`src/rtl/pf_pkg.sv`:
```
package pf_pkg;

  localparam int PORT_W = 16;
  localparam int N_SVC  = 3;

  typedef enum logic [1:0] {
    V_INIT     = 2'b00,
    V_NORMAL   = 2'b01,
    V_TIMEOVER = 2'b10,
    V_PROTECT  = 2'b11
  } verdict_e;

  localparam logic [PORT_W-1:0] SVC_PORTS [N_SVC] = '{16'd53, 16'd80, 16'd443};

  function automatic logic is_service_port(input logic [PORT_W-1:0] p);
    logic hit;
    hit = 1'b0;
    for (int i = 0; i < N_SVC; i++) begin
      if (p == SVC_PORTS[i]) hit = 1'b1;
    end
    return hit;
  endfunction

  function automatic logic window_shut(input logic [7:0] elapsed, input logic [7:0] limit);
    return elapsed >= limit;
  endfunction

  // priority: service port, then closed window, then port equality
  function automatic verdict_e decide(input logic svc, input logic shut, input logic same);
    if (svc)       return V_NORMAL;
    else if (shut) return V_TIMEOVER;
    else if (same) return V_NORMAL;
    else           return V_PROTECT;
  endfunction

endpackage

```
`src/rtl/pf_tick_gen.sv`:
```
module pf_tick_gen #(
  parameter int DIV = 4
) (
  input  logic clk,
  input  logic rst,
  input  logic restart,
  output logic tick
);
  localparam int CW = (DIV > 1) ? $clog2(DIV) : 1;
  localparam logic [CW-1:0] LAST = CW'(DIV - 1);

  logic [CW-1:0] phase;

  assign tick = (phase == LAST);

  always_ff @(posedge clk) begin
    if (rst || restart)  phase <= '0;
    else if (tick)       phase <= '0;
    else                 phase <= phase + 1'b1;
  end

  assert_phase_in_range_R6: assert property (@(posedge clk) disable iff (rst)
    phase <= LAST);

endmodule

```
`src/rtl/pf_conn_track.sv`:
```
module pf_conn_track
  import pf_pkg::*;
#(
  parameter int TIME_W = 8
) (
  input  logic              clk,
  input  logic              rst,
  input  logic              req_stb,
  input  logic [PORT_W-1:0] req_port,
  input  logic              tick,
  input  logic [TIME_W-1:0] limit,
  output logic [PORT_W-1:0] held_port,
  output logic              held_valid,
  output logic              timed_out
);
  localparam logic [TIME_W-1:0] T_MAX = '1;

  logic [TIME_W-1:0] elapsed;
  logic              expired;
  logic              expire_now;

  assign expire_now = held_valid && window_shut(8'(elapsed), 8'(limit));
  assign timed_out  = expired || expire_now;

  always_ff @(posedge clk) begin
    if (rst) begin
      held_port  <= '0;
      held_valid <= 1'b0;
      expired    <= 1'b0;
      elapsed    <= '0;
    end else if (req_stb) begin
      held_port  <= req_port;
      held_valid <= 1'b1;
      expired    <= 1'b0;
      elapsed    <= '0;
    end else begin
      if (tick && elapsed != T_MAX) elapsed <= elapsed + 1'b1;
      if (expire_now) begin
        held_port  <= '0;
        held_valid <= 1'b0;
        expired    <= 1'b1;
      end
    end
  end

  assert_elapsed_no_wrap_R6: assert property (@(posedge clk) disable iff (rst)
    !req_stb |=> elapsed >= $past(elapsed));

  assert_expiry_drops_port_R6: assert property (@(posedge clk) disable iff (rst)
    (expire_now && !req_stb) |=> (!held_valid && expired));

  assert_request_restarts_R7: assert property (@(posedge clk) disable iff (rst)
    req_stb |=> (held_valid && elapsed == '0 && held_port == $past(req_port)));

endmodule

```
`src/rtl/pf_judge.sv`:
```
module pf_judge
  import pf_pkg::*;
(
  input  logic              clk,
  input  logic              rst,
  input  logic              in_stb,
  input  logic [PORT_W-1:0] in_port,
  input  logic [PORT_W-1:0] held_port,
  input  logic              held_valid,
  input  logic              timed_out,
  output logic [1:0]        verdict,
  output logic              verdict_vld,
  output logic [PORT_W-1:0] verdict_port
);
  logic     svc_hit;
  logic     port_same;
  verdict_e next_v;

  assign svc_hit   = is_service_port(in_port);
  assign port_same = held_valid && (in_port == held_port);
  assign next_v    = decide(svc_hit, timed_out, port_same);

  always_ff @(posedge clk) begin
    if (rst) begin
      verdict      <= V_INIT;
      verdict_vld  <= 1'b0;
      verdict_port <= '0;
    end else begin
      verdict_vld <= in_stb;
      if (in_stb) begin
        verdict      <= next_v;
        verdict_port <= in_port;
      end
    end
  end

  assert_pulse_follows_R2: assert property (@(posedge clk) disable iff (rst)
    in_stb |=> verdict_vld);

  assert_no_stray_pulse_R2: assert property (@(posedge clk) disable iff (rst)
    !in_stb |=> !verdict_vld);

  assert_service_accepted_R3: assert property (@(posedge clk) disable iff (rst)
    (in_stb && svc_hit) |=> verdict == V_NORMAL);

  assert_verdict_held_R8: assert property (@(posedge clk) disable iff (rst)
    !verdict_vld |-> $stable(verdict));

endmodule

```
`src/rtl/pkt_port_filter.sv`:
```
module pkt_port_filter
  import pf_pkg::*;
#(
  parameter int TIME_W   = 8,
  parameter int TICK_DIV = 4
) (
  input  logic              clk,
  input  logic              rst,
  input  logic              out_stb,
  input  logic [15:0]       out_src_port,
  input  logic              in_stb,
  input  logic [15:0]       in_dst_port,
  input  logic [TIME_W-1:0] window_len,
  output logic [1:0]        verdict,
  output logic              verdict_vld,
  output logic [15:0]       verdict_port
);
  logic              tick;
  logic [PORT_W-1:0] held_port;
  logic              held_valid;
  logic              timed_out;

  pf_tick_gen #(.DIV(TICK_DIV)) u_tick (
    .clk     (clk),
    .rst     (rst),
    .restart (out_stb),
    .tick    (tick)
  );

  pf_conn_track #(.TIME_W(TIME_W)) u_track (
    .clk        (clk),
    .rst        (rst),
    .req_stb    (out_stb),
    .req_port   (out_src_port),
    .tick       (tick),
    .limit      (window_len),
    .held_port  (held_port),
    .held_valid (held_valid),
    .timed_out  (timed_out)
  );

  pf_judge u_judge (
    .clk          (clk),
    .rst          (rst),
    .in_stb       (in_stb),
    .in_port      (in_dst_port),
    .held_port    (held_port),
    .held_valid   (held_valid),
    .timed_out    (timed_out),
    .verdict      (verdict),
    .verdict_vld  (verdict_vld),
    .verdict_port (verdict_port)
  );

  assert_reset_state_R1: assert property (@(posedge clk)
    rst |=> (verdict == V_INIT && !verdict_vld));

endmodule

```
`config.mk`:
```
export PLATFORM = sky130hd
export DESIGN_NAME = pkt_port_filter
export DESIGN_NICKNAME = d
export VERILOG_FILES = /design/src/rtl/pf_pkg.sv /design/src/rtl/pf_tick_gen.sv /design/src/rtl/pf_conn_track.sv /design/src/rtl/pf_judge.sv /design/src/rtl/pkt_port_filter.sv
export SDC_FILE = /design/constraint.sdc
export NUM_CORES = 1
export LEC_CHECK = 0
export BUFFER_PORTS_ARGS = -buffer_cell sky130_fd_sc_hd__buf_2
export CAP_MARGIN = 20
export CORE_MARGIN = 2
export CORE_UTILIZATION = 50
export CTS_BUF_LIST = sky130_fd_sc_hd__clkbuf_16
export DETAILED_ROUTE_END_ITERATION = 10
export MAX_ROUTING_LAYER = met4
export PLACE_DENSITY = 0.74
export SLEW_MARGIN = 25
export SYNTH_ARGS = -nofsm -noshare
export SYNTH_HDL_FRONTEND = slang
export SYNTH_SLANG_ARGS = --single-unit
```
`constraint.sdc`:
```
create_clock -name clk -period 3.44 [get_ports clk]
set_input_delay 0.344 -clock clk [delete_from_list [all_inputs] [get_ports clk]]
set_output_delay 0.344 -clock clk [all_outputs]
set_load 0.03 [all_outputs]
```
Yosys cells after proc, flatten, opt, wreduce, memory -nomap -nowiden
Index checks and enable logic that the tools add are counted.

storage, ports and cells
  register bits = 47
  output and inout bits = 19
  logic and storage cells = 35

cells by class
  add/sub/neg operators = 2
  order comparisons = 1
  eq/ne operators = 6
  mux-type cells = 10
  reduce and logical (&&, ||, !) cells = 8

operators by type and width
  operator                                                                 count
  16-bit 2-to-1 mux                                                        2
  16-bit equality test                                                     1
  16-bit by 6-bit equality test with 1-bit output (second input constant)  1
  16-bit by 7-bit equality test with 1-bit output (second input constant)  1
  16-bit by 9-bit equality test with 1-bit output (second input constant)  1
  8-bit by 1-bit adder with 8-bit output (second input constant)           1
  8-bit >= comparator                                                      1
  8-bit inequality test (second input constant)                            1
  2-bit 2-to-1 mux                                                         3
  1-bit 2-to-1 mux                                                         5
  2-bit OR reduction                                                       2
  1-bit logical AND                                                        3
  2-bit by 1-bit adder with 2-bit output (second input constant)           1
  2-bit equality test (second input constant)                              1
  1-bit logical OR                                                         2
  2-bit nonzero test                                                       1

Depth between registers and ports, before layout
Gate-level depths: netlist of the first run.

  word-level depth = 5
  mapped depth = 8
  gate-level depth less buffers = 7

Modules after synthesis
Synthesis of the first run repeated with hierarchy kept, for this count alone.

second synthesis, totals
  cell total of the unflattened synthesis = 247
  area, all modules = 2386.0 µm²

modules (own cells, without submodules)
  module         times used  cells each  area an instance (µm²)  seq. area each (µm²)
  pf_conn_track  1           148         1385.1                  520.5
  pf_judge       1           94          920.9                   380.4
  pf_tick_gen    1           5           80.1                    40.0

Worst setup path before layout of the first run
No wires, ideal clock.

  path kind = reg-to-reg
  start = register u_track.elapsed[0]
  end = register u_judge.verdict[1]
  arrival = 1.851 ns
  path slack = 1.473 ns
  stages on the path, launching flop included = 8
  period minus slack after synthesis = 1.967 ns
  cells stage by stage = dfxtp_1 inv_1 ha_1 nand2b_1 a2111o_1 a31oi_4 nand4_1 a41o_2

between the ends
  word-level cells in the longest chain between the ends = 5

RTL lines
  item                    RTL line             source
  start, declared         pf_conn_track.sv:18  logic [TIME_W-1:0] elapsed;
  start signal, assigned  pf_conn_track.sv:37  if (tick && elapsed != T_MAX) elapsed <= elapsed + 1'b1;
  8-bit >= comparator     pf_pkg.sv:25         return elapsed >= limit;
  1-bit logical AND       pf_conn_track.sv:22  assign expire_now = held_valid && window_shut(8'(elapsed), 8'(limit));
  1-bit logical OR        pf_conn_track.sv:23  assign timed_out = expired || expire_now;
  2-bit 2-to-1 mux        pf_pkg.sv:31         else if (shut) return V_TIMEOVER;
  2-bit 2-to-1 mux        pf_pkg.sv:30         if (svc) return V_NORMAL;
  end signal, assigned    pf_judge.sv:31       verdict <= next_v;
  end, declared           pf_judge.sv:11       output logic [1:0] verdict,

Every way passes these cells.
A chain may end at the register's enable or synchronous reset.

Worst setup path in the final report of the first run
Same ends and word-level chain as after synthesis.

==> results of run 1 <==
worst max-delay path, cell delays in order, from the launching register on:
cell	delay (ns)
dfxtp_1	0.38
inv_1	0.06
ha_1	0.27
nand2b_1	0.14
a2111o_1	0.44
a31oi_4	0.49
nand4_1	0.16
a41o_2	0.30
cell families (layout without fill, tap and decap cells):
logic type / count (synthesis) / in the layout / share of synthesized area (%)
flops: 47 / 47 / 41.5
xor+xnor: 23 / 23 / 8.89
simple gates: 91 / 91 / 20.0
mux: 17 / 17 / 7.51
buf+inv: 23 / 81 / 3.87
fa+ha+maj: 10 / 10 / 5.52
compound gates: 47 / 47 / 12.7
layout make-up:
type / count / area [um2]
Tap cell: 52 / 65.1
Fill cell: 392 / 1590
Clock inverter: 3 / 42.5
Clock buffer: 5 / 125
Inverter: 11 / 41.3
Timing Repair Buffer: 62 / 310
Sequential cell: 47 / 941
Multi-Input combinational cell: 188 / 1240
per-stage QoR:
| stage | cells | setup WS, ns | area [um2] | util, % |
|---|---|---|---|---|
| 2_1_floorplan | 258 | 1.47 | 2270 | - |
| 3_3_place_gp | 360 | 1.13 | 2590 | 59.6 |
| 4_1_cts | 368 | 1.10 | 2760 | 63.4 |
| 6_report | 368 | 1.09 | 2760 | 63.4 |
| 3_5_place_dp | 360 | 1.07 | 2590 | 59.6 |
| 5_1_grt | 368 | 0.990 | 2760 | 63.4 |
synth_stat cells, types with 2 or more instances:
library cell	n
a21oi_1	21
nor2b_1	18
nand4_1	9
nor3b_1	2
inv_1	11
nor2_1	28
buf_1	3
and3_1	3
nand2_1	20
ha_1	10
nand2b_1	2
nor3_1	3
clkbuf_1	8
o21ai_1	2
or4_1	2
dfxtp_1	47
mux2i_1	17
o21ai_0	17
xnor2_1	16
xor2_1	7
report_power, final:
part	internal (W)	switching, W	total, W
clock network	0.000343	0.000203	0.000546
logic	0.0000691	0.000101	0.000170
registers	0.000570	0.0000141	0.000584
total	0.000982	0.000318	0.00130
layout by cell type, fill, tap and decap left out, drive strengths merged:
cell,Yosys,final
clkinv,0,1
o21ai,19,19
a31oi,2,2
mux2i,17,17
nor3,3,3
nor2,28,28
ha,10,10
bufinv,0,1
nor4,1,1
and3,3,3
clkbuf,9,5
nor2b,18,18
a41o,1,1
or4b,1,1
o21bai,1,1
nand4,9,9
a2111oi,1,1
inv,11,12
or2,1,1
or4,2,2
a21oi,21,21
dfxtp,47,47
buf,3,62
nand2,20,20
nand3,1,1
nand2b,2,2
nor3b,2,2
xnor2,16,16
xor2,7,7
a2111o,1,1
a311oi,1,1
how the worst max path moves through the flow:
stage | startpoint | end | slack (ns) | cells past startpoint
CTS | u_track.elapsed[0]$_SDFFE_PP0P_ | u_judge.verdict[1]$_SDFFE_PP0P_ | 1.10 | 7
global route | u_track.elapsed[0]$_SDFFE_PP0P_ | u_judge.verdict[1]$_SDFFE_PP0P_ | 0.99 | 7
global placement | window_len[0] | u_judge.verdict[1]$_SDFFE_PP0P_ | 1.13 | 7
floorplan | u_track.elapsed[0]$_SDFFE_PP0P_ | u_judge.verdict[1]$_SDFFE_PP0P_ | 1.47 | 7
detailed placement | window_len[0] | u_judge.verdict[1]$_SDFFE_PP0P_ | 1.07 | 7
finish | u_track.elapsed[0]$_SDFFE_PP0P_ | u_judge.verdict[1]$_SDFFE_PP0P_ | 1.09 | 7
metal layers:
metal | up-vias | track usage [%] | share of wire, %
met1 | 909 | 28.8 | 47
met4 | 0 | 5.24 | 0
met2 | 69 | 33.4 | 47
met3 | 0 | 5.49 | 6.2
met5 | - | - | 0
li1 | 988 | - | -
registers in the layout, summed over array words and instances, names as in the netlist:
register and count:
u_track.elapsed 8, u_judge.verdict_vld 1, u_judge.verdict_port 16, u_tick.phase 2
u_judge.verdict 2, u_track.held_port 16, u_track.expired 1, u_track.held_valid 1
==> results.ini, run 1 <==
[yosys]
syn_area_mm2 = 0.00227
avgSynthCellArea_um2 = 8.78
syn_inst = 258
synth_area_leaders = dfxtp_1, mux2i_1, xnor2_1
synthArstFlopShare_pct = 0
synth.yosys.seq_area_share_pct = 41.5
yosysWarnings = 0
ys_seq_elements = 47
synth_nets = 312
synthFlopType = dfxtp_1
synth-edff-count = 0
synth_top_area_share_pct = 41.5
yosysTopAreaCell = dfxtp_1
synth_cell_types = 32

[timing]
worst_pin_slew_ns = 0.665
fin_skew_ns = 0.00542
setup_viol = 0
min_period_over_period_pct = 68.3
whs_ns = 0.303
relSlewSlack_pct = 55.7
rsz0062_at_grt = no
finalSetupTns_ns = 0
layout_min_cycle_time_ns = 2.35
hold_viol = 0
maxSlewViolCount = 0
fmax_mhz = 426

[grt]
grt_pass1_vias = 1878
gr-total-overflow = 0
antenna_found_initial = 0
grt_max_degree = 39
grt_use_total_pct = 21.7
grt_pass1_wl_um = 8590

[placed_design]
hpwl_um = 3660
port-buffer-count = 62
gp_congestion = 0.829

[clock_network]
cts_setup_buffers = 0
cts_tree = built
clock_sink_count = 47
ctsResizeCount = 0
h-tree-depth = 2
root_buffer = clkbuf_16
cts.reportedPaths.clkPinSlew_ns = 0.07
cts_made_buffers = 5
clk_latency_ns = 0.29
hold_buffers = 0
clock_path_buffers = 2

[routing]
dr.first_iter.drc_count = 98
via_count = 1966
drt-wirelength-per-cell_um = 13.9
drc = 0
routed_wl_um = 5100
drtPass1Iterations = 4
via_per_inst = 5.34
ant_nets = 0

[final_layout]
final_nets = 369
diodes = 0
area_growth_pct = 21.9
drive_gt1_share_pct = 23.4

[die]
chipHeight_um = 71.3
dieArea_mm2 = 0.00509
coreArea_mm2 = 0.00435
rows = 24
start_util_pct = 52.0
die_w_um = 71.3
io_pins = 63

[power_and_ir_drop]
leakage_nw = 1.25
ir_drop_uv = 281
fin_total_pwr_w = 0.00130
p_per_area_mw_per_mm2 = 471

[min_path]
whs_endpoint = u_track.held_port[10]$_SDFFE_PP0P_
hp-start = out_src_port[10]
whs_path_depth = 3
hp-class = input pin to register

[setup_path]
cp-end-kind = register
rr_worst_depth = 7
rr_startpoint = u_track.elapsed[0]$_SDFFE_PP0P_
crit_required_ns = 3.62
cp_max_fo = 19
start_kind = register
arrival_ns = 2.53
r2r-end = u_judge.verdict[1]$_SDFFE_PP0P_
path_class = register to register
r2r_slack_ns = 1.09

[flow_run]
maxCapViolations = 0

[status]
status = complete, no violations

Note: power is estimated with default switching activity, not from simulation.
==> inputs of run 2 (changes only) <==
==> constraint.sdc (replaced) <==
create_clock -name clk -period 2.3 [get_ports clk]
set_input_delay 0.23 -clock clk [delete_from_list [all_inputs] [get_ports clk]]
set_output_delay 0.23 -clock clk [all_outputs]
set_load 0.03 [all_outputs]
==> results.ini, run 2 (synthesis gave the netlist of run 1 again) <==
[status]
status = complete, no violations

[timing]
layout_min_cycle_time_ns = 2.14  ; -0.208 ns
rsz0062_at_grt = no
fin_skew_ns = 0.00364  ; -0.00178 ns
relSlewSlack_pct = 62.8  ; +7.1 points
worst_slack_ns = 0.160  ; -0.932 ns
min_period_over_period_pct = 93.1  ; +25 points
maxSlewViolCount = 0  ; unchanged
setup_viol = 0  ; unchanged
worst_pin_slew_ns = 0.559  ; -0.106 ns
hold_viol = 0  ; unchanged
fmax_mhz = 467  ; +9.7%
finalSetupTns_ns = 0  ; unchanged

[final_layout]
final_nets = 371  ; +0.54%
area_growth_pct = 22.4
diodes = 0  ; unchanged
stdcell_count = 370  ; +0.54%
final_cell_mix = buf_2, dfxtp_1, nor2_1
final_util_pct = 63.7  ; +0.26 points
drive_gt1_share_pct = 23.9  ; +0.48 points
final_common_cell = buf_2
top_regs = u_judge.verdict_port: 16 flops, u_track.held_port: 16 flops, u_track.elapsed: 8 flops

[grt]
grt_pass1_wl_um = 8140  ; -5.2%
grt_use_total_pct = 20.5  ; -1.2 points
antenna_found_initial = 0  ; unchanged
grt_pass1_vias = 1777  ; -5.4%
gr-total-overflow = 0  ; unchanged
grt_max_degree = 35  ; -10%

[setup_path]
path_class = register to register
crit_chain = inv_1 > ha_1 > nand2b_1 > a2111o_1 > a31oi_4 > buf_4 > o21ai_0 > a21oi_1
cp-end-kind = register
path_depth = 8  ; +1
rr_startpoint = u_track.elapsed[0]$_SDFFE_PP0P_
crit_slowest_cell = a2111o_1
start_kind = register
slowest_delay_ns = 0.44  ; -0.05 ns
rr_worst_depth = 8  ; +1
r2r-end = u_track.held_port[4]$_SDFFE_PP0P_
endpoint = u_track.held_port[4]$_SDFFE_PP0P_
arrival_ns = 2.36  ; -0.17 ns
critPathTopFamily = compound AO/OA/AOI/OAI gates
crit_start = u_track.elapsed[0]$_SDFFE_PP0P_
crit_required_ns = 2.51  ; -1.11 ns
cp_max_fo = 12  ; -7
r2r_slack_ns = 0.16  ; -0.93 ns
crit_buf_inv = 2  ; +1

[routing]
routed_wl_um = 5010  ; -1.9%
drt-wirelength-per-cell_um = 13.5  ; -2.4%
via_count = 1944  ; -1.1%
drtPass1Iterations = 4  ; unchanged
via_per_inst = 5.25  ; -1.7%
ant_nets = 0  ; unchanged
drc = 0  ; unchanged
dr.first_iter.drc_count = 138  ; +41%

[placed_design]
place_ws_ns = 0.200  ; -0.870 ns
dp.cells = 362  ; +0.56%
hpwl_um = 3650  ; -0.19%
gp_congestion = 0.886  ; +6.9%
port-buffer-count = 62  ; unchanged

[min_path]
whs_path_depth = 3  ; unchanged
hp-class = input pin to register
hp-start = out_src_port[15]

[clock_network]
cts_tree = built
root_buffer = clkbuf_16
hold_buffers = 0  ; unchanged
h-tree-depth = 2  ; unchanged
cts.reportedPaths.clkPinSlew_ns = 0.06  ; about the same
clk_latency_ns = 0.28  ; about the same
ctsResizeCount = 0  ; unchanged
clock_path_buffers = 2  ; unchanged
clock_sink_count = 47  ; unchanged
cts_setup_buffers = 0  ; unchanged
cts_made_buffers = 5  ; unchanged

[die]
coreArea_mm2 = 0.00435  ; unchanged
dieArea_mm2 = 0.00509  ; unchanged
chipHeight_um = 71.3  ; unchanged
rows = 24  ; unchanged
start_util_pct = 52.0  ; unchanged
io_pins = 63  ; unchanged
die_w_um = 71.3  ; unchanged

[power_and_ir_drop]
ir_drop_uv = 300  ; +7.0%
fin_total_pwr_w = 0.00193  ; +48%
leakage_nw = 1.25  ; +0.67%
p_per_area_mw_per_mm2 = 696  ; +48%

[flow_run]
maxCapViolations = 0  ; unchanged

## run 2: final cells by class
type,instances,area (um2)
inverter,11,41.3
sequential,47,941
multi-input combinational,188,1240
timing repair buffer,64,325
tap,52,65.1
fill,370,1580
clock buffer,5,125
clock inverter,3,38.8
## run 2: power breakdown
part	internal [W]	total, W	leakage [nW]	switching (W)
clock	0.000507	0.000800	0.0812	0.000293
sequential	0.000853	0.000874	0.386	0.0000214
combinational	0.000104	0.000255	0.787	0.000151
## run 2: worst min-delay path by stage
stage,endpoint,slack [ns]
6_report,u_track.held_port[15]$_SDFFE_PP0P_,0.19
3_5_place_dp,u_tick.phase[0]$_SDFF_PP0_,0.43
3_3_place_gp,u_tick.phase[0]$_SDFF_PP0_,0.41
4_1_cts,u_track.held_port[15]$_SDFFE_PP0P_,0.19
2_1_floorplan,u_judge.verdict_port[0]$_SDFFE_PP0P_,0.38
5_1_grt,u_track.held_port[14]$_SDFFE_PP0P_,0.20
## run 2: layer usage
| layer | wire length, um | global-route usage, % | up-vias |
|---|---|---|---|
| met1 | 2460 | 28.6 | 888 |
| met3 | 254 | 4.50 | 5 |
| met2 | 2240 | 29.9 | 55 |
| met5 | 0 | - | - |
| li1 | - | - | 996 |
| met4 | 49 | 6.08 | 0 |
## run 2: worst register-to-register path, stage by stage (launching register included)
cell,delay (ns)
dfxtp_1,0.38
inv_1,0.06
ha_1,0.26
nand2b_1,0.14
a2111o_1,0.44
a31oi_4,0.33
buf_4,0.24
o21ai_0,0.09
a21oi_1,0.14
## run 2: through the flow
stage / hold WS [ns] / instance area (um2)
floorplan: 0.378 / 2270
global placement: 0.414 / 2610
detailed placement: 0.426 / 2610
CTS: 0.187 / 2770
global route: 0.198 / 2770
finish: 0.191 / 2770
==> inputs of run 3 (changes only) <==
--- a/config.mk
+++ b/config.mk
@@ -7,6 +7,7 @@
 export LEC_CHECK = 0
 export BUFFER_PORTS_ARGS = -buffer_cell sky130_fd_sc_hd__buf_2
 export CAP_MARGIN = 20
+export CORE_ASPECT_RATIO = 1.2
 export CORE_MARGIN = 2
 export CORE_UTILIZATION = 50
 export CTS_BUF_LIST = sky130_fd_sc_hd__clkbuf_16
==> constraint.sdc (replaced) <==
create_clock -name clk -period 2.2 [get_ports clk]
set_input_delay 0.22 -clock clk [delete_from_list [all_inputs] [get_ports clk]]
set_output_delay 0.22 -clock clk [all_outputs]
set_load 0.03 [all_outputs]
==> results.ini, run 3 (synthesis gave the netlist of run 1 again) <==
[timing]
maxSlewViolCount = 0  ; unchanged
setup_viol = 0  ; unchanged
whs_ns = 0.187  ; -0.00424 ns
hold_viol = 0  ; unchanged
fmax_mhz = 479  ; +2.5%
finalSetupTns_ns = 0  ; unchanged
relSlewSlack_pct = 63.0  ; +0.21 points
rsz0062_at_grt = no
fin_skew_ns = 0.00229  ; -0.00135 ns
layout_min_cycle_time_ns = 2.09  ; -0.0515 ns
worst_pin_slew_ns = 0.555  ; -0.00317 ns
min_period_over_period_pct = 94.9  ; +1.9 points

[setup_path]
path_class = register to register
start_kind = register
crit_required_ns = 2.39  ; -0.12 ns
cp_max_fo = 7  ; -5
arrival_ns = 2.28  ; -0.08 ns
cp-end-kind = register

[clock_network]
clock_path_buffers = 2  ; unchanged
cts_tree = built
clk_latency_ns = 0.28  ; about the same
cts_made_buffers = 5  ; unchanged
root_buffer = clkbuf_16
cts_setup_buffers = 0  ; unchanged
clock_sink_count = 47  ; unchanged
h-tree-depth = 2  ; unchanged
hold_buffers = 0  ; unchanged
cts.reportedPaths.clkPinSlew_ns = 0.06  ; about the same
ctsResizeCount = 0  ; unchanged

[power_and_ir_drop]
p_clk_share_pct = 41.1  ; -0.4 points
pwr-share-seq_pct = 45.8  ; +0.5 points
leakage_nw = 1.26  ; +0.65%
p_per_area_mw_per_mm2 = 716  ; +3.0%
netSwitchingFraction_pct = 23.6  ; -0.52 points
p_sw_w = 0.000472  ; +1.3%
p_int_w = 0.00153  ; +4.3%
ir_drop_uv = 429  ; +43%
p_comb_share_pct = 13.2  ; about the same

[final_layout]
final_common_cell = buf_2
area_growth_pct = 23.1
multi_input_area_mm2 = 0.00124  ; unchanged
final_cell_mix = buf_2, dfxtp_1, nor2_1
drive_gt1_share_pct = 24.1  ; +0.24 points
nFillCells = 404  ; +9.2%
top_regs = u_judge.verdict_port: 16 flops, u_track.held_port: 16 flops, u_track.elapsed: 8 flops
diodes = 0  ; unchanged
final_util_pct = 64.9  ; +1.2 points
ff_latch_area_um2 = 941  ; unchanged
final_nets = 373  ; +0.54%

[die]
io_pins = 63  ; unchanged
start_util_pct = 52.8  ; +0.73 points
chipHeight_um = 77.7  ; +9.0%
die_w_um = 65.5  ; -8.2%
dieArea_mm2 = 0.00509  ; about the same
coreArea_mm2 = 0.00429  ; -1.4%
rows = 26  ; +8.3%

[routing]
drtPass1Iterations = 4  ; unchanged
drt-wirelength-per-cell_um = 13.0  ; -3.9%
via_count = 1926  ; -0.93%
ant_nets = 0  ; unchanged
drc = 0  ; unchanged
via_per_inst = 5.14  ; -2.2%
dr.first_iter.drc_count = 122  ; -12%
routed_wl_um = 4880  ; -2.6%

[min_path]
hp-class = input pin to register

[grt]
grt_use_total_pct = 20.4  ; -0.13 points
grt_pass1_wl_um = 7870  ; -3.3%
grt_max_degree = 35  ; unchanged
antenna_found_initial = 0  ; unchanged
grt_pass1_vias = 1740  ; -2.1%
gr-total-overflow = 0  ; unchanged

[flow_run]
maxCapViolations = 0  ; unchanged

[placed_design]
hpwl_um = 3570  ; -2.4%
port-buffer-count = 62  ; unchanged
gp_congestion = 0.822  ; -7.2%

[status]
status = complete, no violations

## run 3: cell count changes in the layout (fill, tap and decap cells not counted), sizes merged
cell / previous run / this run
buf: 64 / 66
clkinv: 2 / 0
inv: 11 / 12
## run 3: layout make-up
type	instances	area share, %
Clock inverter	2	1.21
Tap cell	56	2.51
Multi-Input combinational cell	188	44.4
Inverter	11	1.48
Clock buffer	5	4.49
Sequential cell	47	33.7
Timing Repair Buffer	66	12.2
## run 3: per-stage QoR
| step | worst slack (ns) | area, um2 | power (W) | std cells |
|---|---|---|---|---|
| 6_report | 0.111 | 2790 | 0.00200 | 375 |
| 5_1_grt | 0.000714 | 2790 | 0.00209 | 375 |
| 4_1_cts | 0.107 | 2770 | 0.00202 | 373 |
| 3_5_place_dp | 0.128 | 2620 | 0.00120 | 366 |
| 3_3_place_gp | 0.181 | 2620 | 0.00119 | 366 |
| 2_1_floorplan | 0.233 | 2270 | 0.00110 | 258 |
## run 3: power by group through the flow
| stage | Clock [W] | Combinational, W | Sequential [W] |
|---|---|---|---|
| floorplan | 0 | 0.000128 | 0.000970 |
| global placement | 0 | 0.000259 | 0.000931 |
| detailed placement | 0 | 0.000264 | 0.000933 |
| CTS | 0.000840 | 0.000265 | 0.000914 |
| global route | 0.000877 | 0.000291 | 0.000918 |
| finish | 0.000821 | 0.000263 | 0.000914 |
## run 3: worst paths after layout
kind | startpoint | end | slack [ns] | depth (start not counted)
max reg2reg | u_track.elapsed[0]$_SDFFE_PP0P_ | u_judge.verdict[0]$_SDFFE_PP0P_ | 0.11 | 8
max | u_track.elapsed[0]$_SDFFE_PP0P_ | u_judge.verdict[0]$_SDFFE_PP0P_ | 0.11 | 8
min reg2reg | u_tick.phase[0]$_SDFF_PP0_ | u_tick.phase[0]$_SDFF_PP0_ | 0.43 | 1
min | out_src_port[2] | u_track.held_port[2]$_SDFFE_PP0P_ | 0.19 | 3
## run 3: critical path: stages (launching register included)
cell and delay [ns]:
dfxtp_1 0.38, inv_1 0.06, ha_1 0.26, nand2b_1 0.13, a2111o_1 0.45, a31oi_4 0.23
buf_4 0.16, o21bai_1 0.06, a311oi_1 0.27
## run 3: layer usage
metal  share of wire [%]  wire (um)  GRT usage (%)  up-vias
met5                   0          0              -        -
met4                0.78         38           5.63        0
met3                 5.2        252           5.07        4
met2                  48       2320           31.3       53
met1                  47       2270           26.8      868
li1                    -          -              -     1001
